File: config.mk
export PLATFORM = sky130hd
export DESIGN_NAME = spi_word_shifter
export DESIGN_NICKNAME = d
export VERILOG_FILES = /design/src/rtl/spi_shift_pkg.sv /design/src/rtl/spi_shift_fifo.sv /design/src/rtl/spi_shift_engine.sv /design/src/rtl/spi_cs_drive.sv /design/src/rtl/spi_word_shifter.sv
export SDC_FILE = /design/constraint.sdc
export NUM_CORES = 1
export LEC_CHECK = 0
export BUFFER_PORTS_ARGS = -buffer_cell sky130_fd_sc_hd__buf_2
export CORE_MARGIN = 3
export CORE_UTILIZATION = 45
export DETAILED_ROUTE_END_ITERATION = 12
export GPL_TIMING_DRIVEN = 0
export PLACE_DENSITY_LB_ADDON = 0.15
export SYNTH_ARGS = -nofsm -noshare
export SYNTH_HDL_FRONTEND = slang
export SYNTH_SLANG_ARGS = --single-unit
File: constraint.sdc
create_clock -name clk -period 7.2 [get_ports clk]
set_input_delay 0.36 -clock clk [delete_from_list [all_inputs] [get_ports clk]]
set_output_delay 0.36 -clock clk [all_outputs]
set_load 0.03 [all_outputs]
File: src/rtl/spi_shift_pkg.sv
package spi_shift_pkg;
  typedef enum logic [2:0] {
    ST_IDLE,
    ST_LOAD,
    ST_SETUP,
    ST_SHIFT,
    ST_TAIL,
    ST_GAP
  } eng_state_t;
endpackage

File: src/rtl/spi_shift_fifo.sv
module spi_shift_fifo #(
  parameter int DATA_W = 32,
  parameter int DEPTH  = 8
) (
  input  logic              clk,
  input  logic              rst,
  input  logic              push,
  input  logic [DATA_W-1:0] push_data,
  output logic              full,
  input  logic              pop,
  output logic [DATA_W-1:0] pop_data,
  output logic              empty
);
  localparam int AW = (DEPTH > 1) ? $clog2(DEPTH) : 1;

  logic [DATA_W-1:0] mem [DEPTH];
  logic [AW-1:0]     wptr, rptr;
  logic [AW:0]       count;
  logic              do_push, do_pop;

  assign full     = (count == (AW+1)'(DEPTH));
  assign empty    = (count == '0);
  assign do_push  = push && !full;
  assign do_pop   = pop && !empty;
  assign pop_data = mem[rptr];

  always_ff @(posedge clk) begin
    if (do_push) mem[wptr] <= push_data;
  end

  always_ff @(posedge clk) begin
    if (rst) begin
      wptr  <= '0;
      rptr  <= '0;
      count <= '0;
    end else begin
      if (do_push) wptr <= (wptr == AW'(DEPTH-1)) ? '0 : wptr + AW'(1);
      if (do_pop)  rptr <= (rptr == AW'(DEPTH-1)) ? '0 : rptr + AW'(1);
      case ({do_push, do_pop})
        2'b10:   count <= count + (AW+1)'(1);
        2'b01:   count <= count - (AW+1)'(1);
        default: count <= count;
      endcase
    end
  end

  assert_full_holds_R10: assert property (@(posedge clk) disable iff (rst)
    (full && push && !pop) |=> (full && $stable(wptr)));

  assert_push_fills_R10: assert property (@(posedge clk) disable iff (rst)
    (push && !full && !pop) |=> !empty);
endmodule

File: src/rtl/spi_shift_engine.sv
module spi_shift_engine
  import spi_shift_pkg::*;
#(
  parameter int DATA_W  = 32,
  parameter int CNT_W   = 16,
  parameter int CLK_DIV = 4
) (
  input  logic                      clk,
  input  logic                      rst,
  input  logic [$clog2(DATA_W)-1:0] cfg_len,
  input  logic                      cfg_idle_high,
  input  logic                      cfg_input_first,
  input  logic                      cfg_loopback,
  input  logic                      cfg_hold_cs,
  input  logic                      cfg_drive_always,
  input  logic                      cfg_tx_en,
  input  logic                      cfg_rx_en,
  input  logic                      start,
  input  logic [CNT_W-1:0]          words,
  input  logic                      tx_empty,
  input  logic [DATA_W-1:0]         tx_word,
  output logic                      tx_pop,
  input  logic                      rx_full,
  output logic                      rx_push,
  output logic [DATA_W-1:0]         rx_word,
  input  logic                      miso,
  output logic                      sck,
  output logic                      mosi,
  output logic                      mosi_oe,
  output logic                      cs_req,
  output logic                      busy,
  output logic                      err_under,
  output logic                      err_over
);
  localparam int LEN_W = $clog2(DATA_W);
  localparam int HALF  = CLK_DIV / 2;
  localparam int HC_W  = (HALF > 1) ? $clog2(HALF) : 1;
  localparam int E_W   = LEN_W + 1;

  eng_state_t        state;
  logic [HC_W-1:0]   hcnt;
  logic [E_W-1:0]    ecnt;
  logic [CNT_W-1:0]  left;
  logic [DATA_W-1:0] tx_sr, rx_sr, rx_next;
  logic              mid, sck_q, oe_q, under_q, over_q;
  logic              half_done, is_sample, is_drive, in_bit, edge_now, word_done;
  logic [E_W-1:0]    last_e;

  assign half_done = (hcnt == HC_W'(HALF - 1));
  assign last_e    = {cfg_len, 1'b1};
  assign is_sample = (ecnt[0] == ~cfg_input_first);
  assign is_drive  = !is_sample && (ecnt != '0) && (ecnt != last_e);
  assign in_bit    = cfg_loopback ? tx_sr[cfg_len] : miso;
  assign edge_now  = (state == ST_SHIFT) && half_done;
  assign word_done = edge_now && (ecnt == last_e);

  always_comb begin
    rx_next = rx_sr;
    if (is_sample) rx_next = {rx_sr[DATA_W-2:0], in_bit};
  end

  assign tx_pop    = (state == ST_LOAD) && cfg_tx_en && !tx_empty;
  assign rx_push   = word_done && cfg_rx_en && !rx_full;
  assign rx_word   = rx_next;
  assign sck       = sck_q;
  assign mosi      = tx_sr[cfg_len];
  assign mosi_oe   = oe_q;
  assign busy      = (state != ST_IDLE);
  assign err_under = under_q;
  assign err_over  = over_q;
  assign cs_req    = (state == ST_SETUP) || (state == ST_SHIFT) || (state == ST_TAIL) ||
                     (cfg_hold_cs && mid && ((state == ST_GAP) || (state == ST_LOAD)));

  always_ff @(posedge clk) begin
    if (rst) begin
      state   <= ST_IDLE;
      hcnt    <= '0;
      ecnt    <= '0;
      left    <= '0;
      tx_sr   <= '0;
      rx_sr   <= '0;
      mid     <= 1'b0;
      sck_q   <= 1'b0;
      oe_q    <= 1'b0;
      under_q <= 1'b0;
      over_q  <= 1'b0;
    end else begin
      oe_q <= cfg_drive_always || (state != ST_IDLE);
      case (state)
        ST_IDLE: begin
          sck_q <= cfg_idle_high;
          mid   <= 1'b0;
          hcnt  <= '0;
          if (start && (words != '0)) begin
            left    <= words;
            under_q <= 1'b0;
            over_q  <= 1'b0;
            state   <= ST_LOAD;
          end
        end
        ST_LOAD: begin
          if (!cfg_tx_en) begin
            tx_sr <= '0;
            rx_sr <= '0;
            hcnt  <= '0;
            state <= ST_SETUP;
          end else if (!tx_empty) begin
            tx_sr <= tx_word;
            rx_sr <= '0;
            hcnt  <= '0;
            state <= ST_SETUP;
          end else begin
            under_q <= 1'b1;
          end
        end
        ST_SETUP: begin
          if (half_done) begin
            hcnt  <= '0;
            ecnt  <= '0;
            state <= ST_SHIFT;
          end else begin
            hcnt <= hcnt + HC_W'(1);
          end
        end
        ST_SHIFT: begin
          if (half_done) begin
            hcnt  <= '0;
            sck_q <= ~sck_q;
            rx_sr <= rx_next;
            if (is_drive) tx_sr <= {tx_sr[DATA_W-2:0], 1'b0};
            if (ecnt == last_e) begin
              left  <= left - CNT_W'(1);
              state <= ST_TAIL;
              if (cfg_rx_en && rx_full) over_q <= 1'b1;
            end else begin
              ecnt <= ecnt + E_W'(1);
            end
          end else begin
            hcnt <= hcnt + HC_W'(1);
          end
        end
        ST_TAIL: begin
          if (half_done) begin
            hcnt <= '0;
            if (left == '0) begin
              state <= ST_IDLE;
            end else begin
              mid   <= 1'b1;
              state <= ST_GAP;
            end
          end else begin
            hcnt <= hcnt + HC_W'(1);
          end
        end
        ST_GAP: begin
          if (half_done) begin
            hcnt  <= '0;
            state <= ST_LOAD;
          end else begin
            hcnt <= hcnt + HC_W'(1);
          end
        end
        default: state <= ST_IDLE;
      endcase
    end
  end

  assert_clock_rests_R1: assert property (@(posedge clk) disable iff (rst)
    (state == ST_TAIL) |-> (sck_q == cfg_idle_high));

  assert_edge_bound_R2: assert property (@(posedge clk) disable iff (rst)
    (state == ST_SHIFT) |-> (ecnt <= last_e));

  assert_stall_no_clock_R9: assert property (@(posedge clk) disable iff (rst)
    (state == ST_LOAD) |=> $stable(sck_q));

  assert_under_flag_R9: assert property (@(posedge clk) disable iff (rst)
    ((state == ST_LOAD) && cfg_tx_en && tx_empty) |=> err_under);

  assert_over_flag_R10: assert property (@(posedge clk) disable iff (rst)
    (word_done && cfg_rx_en && rx_full) |=> err_over);

  assert_oe_active_R8: assert property (@(posedge clk) disable iff (rst)
    (state != ST_IDLE) |=> mosi_oe);
endmodule

File: src/rtl/spi_cs_drive.sv
module spi_cs_drive #(
  parameter int NUM_CS = 4
) (
  input  logic                      clk,
  input  logic                      rst,
  input  logic                      cs_req,
  input  logic                      cfg_force,
  input  logic [$clog2(NUM_CS)-1:0] cfg_sel,
  input  logic                      cfg_pol,
  input  logic                      cfg_drive_always,
  input  logic                      busy,
  output logic [NUM_CS-1:0]         cs_n,
  output logic                      cs_oe
);
  localparam int SEL_W = $clog2(NUM_CS);

  logic assert_now;
  logic oe_q;

  assign assert_now = cs_req || cfg_force;
  assign cs_oe      = oe_q;

  always_ff @(posedge clk) begin
    if (rst) oe_q <= 1'b0;
    else     oe_q <= cfg_drive_always || busy || cfg_force;
  end

  for (genvar i = 0; i < NUM_CS; i++) begin : g_line
    logic line_q;
    logic picked;
    assign picked = (cfg_sel == SEL_W'(i));
    always_ff @(posedge clk) begin
      if (rst)                  line_q <= 1'b1;
      else if (picked && cfg_pol) line_q <= assert_now;
      else                      line_q <= !(picked && assert_now);
    end
    assign cs_n[i] = line_q;
  end

  assert_single_line_R4: assert property (@(posedge clk) disable iff (rst)
    (!cfg_pol && $past(!cfg_pol)) |-> $onehot0(~cs_n));

  assert_forced_line_R6: assert property (@(posedge clk) disable iff (rst)
    ($past(cfg_force) && $stable(cfg_sel) && !cfg_pol && $past(!cfg_pol)) |-> !cs_n[cfg_sel]);
endmodule

File: src/rtl/spi_word_shifter.sv
module spi_word_shifter #(
  parameter int DATA_W   = 32,
  parameter int TX_DEPTH = 8,
  parameter int RX_DEPTH = 4,
  parameter int CLK_DIV  = 4,
  parameter int CNT_W    = 16,
  parameter int NUM_CS   = 4
) (
  input  logic                      clk,
  input  logic                      rst,
  input  logic [$clog2(DATA_W)-1:0] cfg_len,
  input  logic                      cfg_idle_high,
  input  logic                      cfg_input_first,
  input  logic                      cfg_loopback,
  input  logic [$clog2(NUM_CS)-1:0] cfg_cs_sel,
  input  logic                      cfg_cs_active_high,
  input  logic                      cfg_force_cs,
  input  logic                      cfg_hold_cs,
  input  logic                      cfg_drive_always,
  input  logic                      cfg_tx_en,
  input  logic                      cfg_rx_en,
  input  logic                      xfer_start,
  input  logic [CNT_W-1:0]          xfer_words,
  input  logic                      tx_push,
  input  logic [DATA_W-1:0]         tx_data,
  output logic                      tx_full,
  input  logic                      rx_pop,
  output logic [DATA_W-1:0]         rx_data,
  output logic                      rx_valid,
  output logic                      spi_sck,
  output logic                      spi_mosi,
  output logic                      spi_mosi_oe,
  input  logic                      spi_miso,
  output logic [NUM_CS-1:0]         spi_cs_n,
  output logic                      spi_cs_oe,
  output logic                      busy,
  output logic                      err_clk_under,
  output logic                      err_clk_over
);
  logic              tx_empty, tx_pop, rx_full, rx_push, rx_empty, cs_req;
  logic [DATA_W-1:0] tx_word, rx_word;

  assign rx_valid = !rx_empty;

  spi_shift_fifo #(.DATA_W(DATA_W), .DEPTH(TX_DEPTH)) u_tx_q (
    .clk(clk), .rst(rst), .push(tx_push), .push_data(tx_data), .full(tx_full),
    .pop(tx_pop), .pop_data(tx_word), .empty(tx_empty)
  );

  spi_shift_fifo #(.DATA_W(DATA_W), .DEPTH(RX_DEPTH)) u_rx_q (
    .clk(clk), .rst(rst), .push(rx_push), .push_data(rx_word), .full(rx_full),
    .pop(rx_pop), .pop_data(rx_data), .empty(rx_empty)
  );

  spi_shift_engine #(.DATA_W(DATA_W), .CNT_W(CNT_W), .CLK_DIV(CLK_DIV)) u_engine (
    .clk(clk), .rst(rst), .cfg_len(cfg_len), .cfg_idle_high(cfg_idle_high),
    .cfg_input_first(cfg_input_first), .cfg_loopback(cfg_loopback),
    .cfg_hold_cs(cfg_hold_cs), .cfg_drive_always(cfg_drive_always),
    .cfg_tx_en(cfg_tx_en), .cfg_rx_en(cfg_rx_en), .start(xfer_start), .words(xfer_words),
    .tx_empty(tx_empty), .tx_word(tx_word), .tx_pop(tx_pop), .rx_full(rx_full),
    .rx_push(rx_push), .rx_word(rx_word), .miso(spi_miso), .sck(spi_sck),
    .mosi(spi_mosi), .mosi_oe(spi_mosi_oe), .cs_req(cs_req), .busy(busy),
    .err_under(err_clk_under), .err_over(err_clk_over)
  );

  spi_cs_drive #(.NUM_CS(NUM_CS)) u_cs (
    .clk(clk), .rst(rst), .cs_req(cs_req), .cfg_force(cfg_force_cs), .cfg_sel(cfg_cs_sel),
    .cfg_pol(cfg_cs_active_high), .cfg_drive_always(cfg_drive_always), .busy(busy),
    .cs_n(spi_cs_n), .cs_oe(spi_cs_oe)
  );
endmodule

* Word-level counts from Yosys, hierarchy flattened *
Memory sizes are Yosys's and may differ from the RTL's. A register that Yosys moved wholly into a read port is not among the register bits.
Cells that the tools add are included.
W data, S select, Z words.

word-level totals
  register bits = 117
  RAM bits = 384
  input port bits = 70
  output and inout port bits = 45
  logic and storage cells = 205
  memories kept = 2

operators by class
  add/sub/neg operators = 11
  magnitude comparators = 1
  equal/unequal tests = 34
  multiplexer cells = 66
  bitwise operators = 2
  reduce and logical (&&, ||, !) cells = 67

memories
  memory      depth  width  rd ports  clocked after memory_dff  write ports  RTL line              text
  u_tx_q.mem  8      32     1         1                         1            spi_shift_fifo.sv:16  logic [DATA_W-1:0] mem [DEPTH];
  u_rx_q.mem  4      32     1         1                         1            spi_shift_fifo.sv:16

operator list
  kind                     number
  $mux W32                 8
  $pmux W32 S2             2
  $mux W16                 3
  $mux W3                  13
  $pmux W16 S2             1
  $logic_and A1 B1 Y1      24
  $mux W1                  22
  $mux W6                  3
  $pmux W3 S6              1
  $logic_not A16 Y1        1
  $reduce_and A4 Y1        4
  $reduce_bool A16 Y1      1
  $sub A16 B1 Y16 const B  1
  $eq A3 B3 Y1 const B     5
  $ne A2 B1 Y1 const B     7
  $reduce_bool A2 Y1       7
  $eq A2 B2 Y1 const B     6
  $pmux W6 S2              1
  $ne A2 B2 Y1 const B     5
  $add A3 B1 Y3 const B    3
  $logic_not A1 Y1         9
  $mux W2                  4
  $pmux W1 S2              4
  $pmux W4 S2              1
  30 further kinds         45

* Longest topological paths before layout *
  word-level depth = 8
  gate-level depth with buffers = 13
  mapped depth without buffers = 11

* Hierarchy *
Synthesis repeated with hierarchy kept, for this count alone.

unflattened totals
  cell total of the unflattened synthesis = 1,395
  area, all modules = 20,970.1 um^2

by module, submodules not included
  module                   times used  cells an instance  area an instance (um^2)  seq. area each (um^2)
  spi_shift_fifo (u_tx_q)  1           449                10,451.3                 7,947.6
  spi_shift_engine         1           705                5,217.5                  1,901.8
  spi_shift_fifo (u_rx_q)  1           221                5,102.4                  4,023.9
  spi_cs_drive             1           19                 195.2                    100.1
  spi_word_shifter         1           1                  3.8                      0.0

* Least setup slack after synthesis *
OpenSTA, ideal clock, no wires.

  path kind = reg2reg
  start point = register u_tx_q.count[0]
  end point = memory u_tx_q.mem[0][0], enable pin
  arrival time = 3,827 ps
  required time = 6,698 ps
  setup slack = 2,871 ps
  cell stages (with the launch flop) = 5
  path through = dfxtp_1 -> nor3_1 -> nand2_1 -> nand2_1 -> nor4_1

on the way
  word-level cells in the longest chain between the ends = 5

RTL lines
  what                           RTL line              text
  from (decl)                    spi_shift_fifo.sv:18  logic [AW:0] count;
  from (signal assigned)         spi_shift_fifo.sv:40  2'b10: count <= count + (AW+1)'(1);
  from (signal assigned)         spi_shift_fifo.sv:41  2'b01: count <= count - (AW+1)'(1);
  from (signal assigned)         spi_shift_fifo.sv:42  default: count <= count;
  $eq A4 B4 Y1                   spi_shift_fifo.sv:21  assign full = (count == (AW+1)'(DEPTH));
  $logic_not A1 Y1               spi_shift_fifo.sv:23  assign do_push = push && !full;
  $logic_and A1 B1 Y1            spi_shift_fifo.sv:23
  $mux W1                        spi_shift_fifo.sv:28  if (do_push) mem[wptr] <= push_data;
  $mux W1 (not written as such)  spi_shift_fifo.sv:28
  to (decl)                      spi_shift_fifo.sv:16

No other way between the ends.

==> qor.csv <==
stage;metric;value;unit
synth;most common cell in the netlist;edfxtp_1;
finish;layout cell share with drive strength beyond 1;24.6;%
synth;Mapped Avg Cell Area;15.1;um2
critical_path;crit path max fanout;10;
critical_path;critical path type;reg2out;
die;Rows;77;
synth;Synth top cells by count;edfxtp_1 (384), nand2_1 (144), dfxtp_1 (122);
critical_path;CP most frequent cell;buf_2;
sta;Max Slew Vio Count;0;
run;max-cap viol count;0;
place;Buffers on Ports;113;
finish;Synth-to-Final Area Change;17.0;%
power_and_ir_drop;power per cell area;296;nW/um2
synth;Mapped Cells;1364;
finish;Multi-input gate area;6160;um2
clock_network;clock-pin slew on the worst setup and hold paths;0.06;ns
synth;Async S/R FF share, synth;0;%
drt;DRT iter0 DRCs;916;
synth;area share of the largest cell type after synthesis;56.1;%
clock_network;TritonCTS Sinks;506;
synth;number of enable flip-flop cells after synthesis;384;
die;Core ar.;44600;um2
critical_path;worst-path cell chain;clkbuf_1 > buf_2 > mux4_2 > buf_2;
outcome;status;finished, final reports clean;
critical_path;Critical Path End Type;output port;
power_and_ir_drop;peak supply drop;194;uV
place;post-DP HPWL;31.1;mm
critical_path;WP data required;6.84;ns
grt;first-pass GRT wire length;72.9;mm
drt;vias;12221;
critical_path;flop-to-flop setup slack;4.44;ns
sta;worst slew pin tran;1.00;ns
die;DIE AREA;48200;um2
critical_path;startpoint types;flip-flop;
grt;largest net degree at the start of global routing;33;
clock_network;H-tree lvl count;2;
die;initial core utilization;46.0;%
grt;vias in the first global route;12310;
sta;headroom to the max-slew limit;33.3;%
drt;ANT nets after route;0;
synth;yosys warns;0;
synth;sequential share of the synthesized area;68.0;%
grt;initial antenna violation count;4;
synth;Cell Area, Synth;20500;um2
synth;Main synth FF type;edfxtp_1;
grt;gr usage total;19.6;%
sta;Worst Skew;0.0156;ns
clock_network;clock latency on the worst-skew pair;0.59;ns
grt;grt total ovfl;0;
synth;Synth Net Count;1456;
clock_network;CTS Buf Count;53;
critical_path;Critical Path AT;2.42;ns
place;DP Cell Count;2095;
clock_network;Clock Path Buffers;3;
sta;WHS;0.0350;ns
synth;post-synth top area cell;edfxtp_1;
sta;crit path time final;2.78;ns
sta;Hold Fails Final Rpt;0;
sta;final setup violation count;0;
min_path;hold path start;tx_data[29];
sta;fmax;360;MHz
finish;final non-filler cell total;2200;
critical_path;CP max stage cell;mux4_2;
critical_path;Worst R2R Start;u_engine.ecnt[2];
drt;DRC;0;
synth;#FFs+latches synth;506;
synth;largest cells by area after synthesis;edfxtp_1 (56%), dfxtp_1 (12%), mux4_2 (11%);
drt;vias per cell;5.56;
clock_network;CTS tree;built;
min_path;worst min path class;in2reg;
die;Die Y;220;um
synth;Synth cell types;58;
power_and_ir_drop;leakage;7.91;nW
finish;Final Net Count;1655;
drt;DR WL/cell;21.1;um
clock_network;clk root buf;clkbuf_16;
die;IO Pins;115;
drt;number of detailed-route iterations in the first pass;5;
sta;Final Cycle Share;38.6;%
finish;# fillers;3660;
sta;RSZ-0062 raised after global routing;no;
finish;Reg area;14000;um2
die;horizontal die dimension;220;um
drt;Routed WL;46.5;mm
critical_path;CP peak stage delay;0.61;ns
place;routability cong.;0.852;
## cell type report
type	count	share of cell area, %
timing repair buffer	144	3.92
clock inverter	30	1.27
antenna	1	0.0104
inverter	24	0.375
multi-input combinational	749	25.7
tap	592	3.08
sequential	506	58.2
buffer	85	1.52
clock buffer	69	5.99
## power by group
group | switching (mW) | total (mW) | internal [mW] | leakage (nW)
sequential | 0.101 | 3.36 | 3.26 | 4.26
clock | 1.11 | 2.73 | 1.62 | 0.852
combinational | 0.629 | 1.01 | 0.381 | 2.80
## registers in the layout, summed over array words and instances (netlist names), named ones only
| name | count |
|---|---|
| u_cs.g_line.line_q | 4 |
| u_engine.state | 3 |
| u_engine.rx_sr | 32 |
| u_rx_q.count | 3 |
| u_engine.sck | 1 |
| u_engine.half_done | 1 |
| u_engine.left | 16 |
| u_tx_q.wptr | 3 |
| u_engine.err_over | 1 |
| u_engine.mid | 1 |
| u_engine.err_under | 1 |
| u_rx_q.mem | 128 |
| u_engine.mosi_oe | 1 |
| u_rx_q.wptr | 2 |
| u_tx_q.mem | 256 |
| u_tx_q.count | 4 |
| u_tx_q.rptr | 3 |
| u_engine.tx_sr | 32 |
| u_engine.ecnt | 6 |
| u_rx_q.rptr | 2 |
| u_cs.cs_oe | 1 |
## cells by family after synthesis
kind of cell	share of synthesized area (%)
buf+inv	2.22
xor+xnor	0.725
fa+ha+maj	1.41
flops	68.0
compound gates	5.61
mux	13.3
simple gates	8.75
## critical path: cells and delay by family, from the launching register on
kind	cells	cell delay, ns
muxes	1	0.61
DFF	1	0.30
buffers and inverters	3	0.93
## per-stage QoR
| step | worst slack (ns) | utilization, % | setup TNS (ns) | cell area (um2) | power [mW] |
|---|---|---|---|---|---|
| final | 4.42 | 53.9 | 0 | 24000 | 7.10 |
| after floorplan | 2.87 | - | 0 | 20500 | 4.10 |
| after detailed placement | 4.24 | 49.8 | 0 | 22200 | 4.42 |
| after global placement | -0.745 | 49.0 | -23.63 | 21800 | 4.39 |
| after CTS | 4.29 | 53.8 | 0 | 24000 | 7.16 |
| after global routing | 4.18 | 53.9 | 0 | 24000 | 7.39 |
## repair_timing
| action | in CTS | in global routing |
|---|---|---|
| gates resized for setup | 0 | 0 |
| hold buffers | 5 | 0 |
| setup buffers | 0 | 0 |
| endpoints found under the setup margin | 0 | 0 |
| hold endpoints to repair | 11 | 0 |
## layout by cell type (no fill, tap or decap), drive strengths merged, types with 4 or more instances in the layout
| cell | instances |
|---|---|
| nand3 | 14 |
| clkinv | 20 |
| or4 | 5 |
| edfxtp | 384 |
| a21oi | 45 |
| xor2 | 8 |
| and2 | 8 |
| dlygate4sd3 | 5 |
| inv | 25 |
| a221oi | 31 |
| mux2 | 32 |
| xnor2 | 9 |
| nor2 | 120 |
| nor3 | 54 |
| nand3b | 6 |
| nand2 | 144 |
| mux2i | 20 |
| or3 | 5 |
| a22oi | 36 |
| bufinv | 6 |
| nand2b | 8 |
| buf | 175 |
| dfxtp | 122 |
| ha | 20 |
| clkbuf | 118 |
| o41ai | 4 |
| o21ai | 23 |
| mux4 | 96 |
| nor4 | 11 |
| nand4 | 5 |
## worst paths after layout
| path | to | depth (start not counted) |
|---|---|---|
| min | u_tx_q.mem[6][29] | 1 |
| max reg2reg | u_rx_q.mem[2][18] | 6 |
| min reg2reg | flip-flop | 2 |
| max | rx_data[20] | 4 |
## per-layer routing
layer / global-route usage, % / up-vias / share of wire [%]
li1: - / 5654 / -
met1: 26.7 / 6232 / 44
met2: 33.1 / 257 / 50
met3: 3.09 / 72 / 4.4
met4: 5.37 / 6 / 2.0
met5: 0 / - / 0.082
Power figures use the tool's default switching activity.
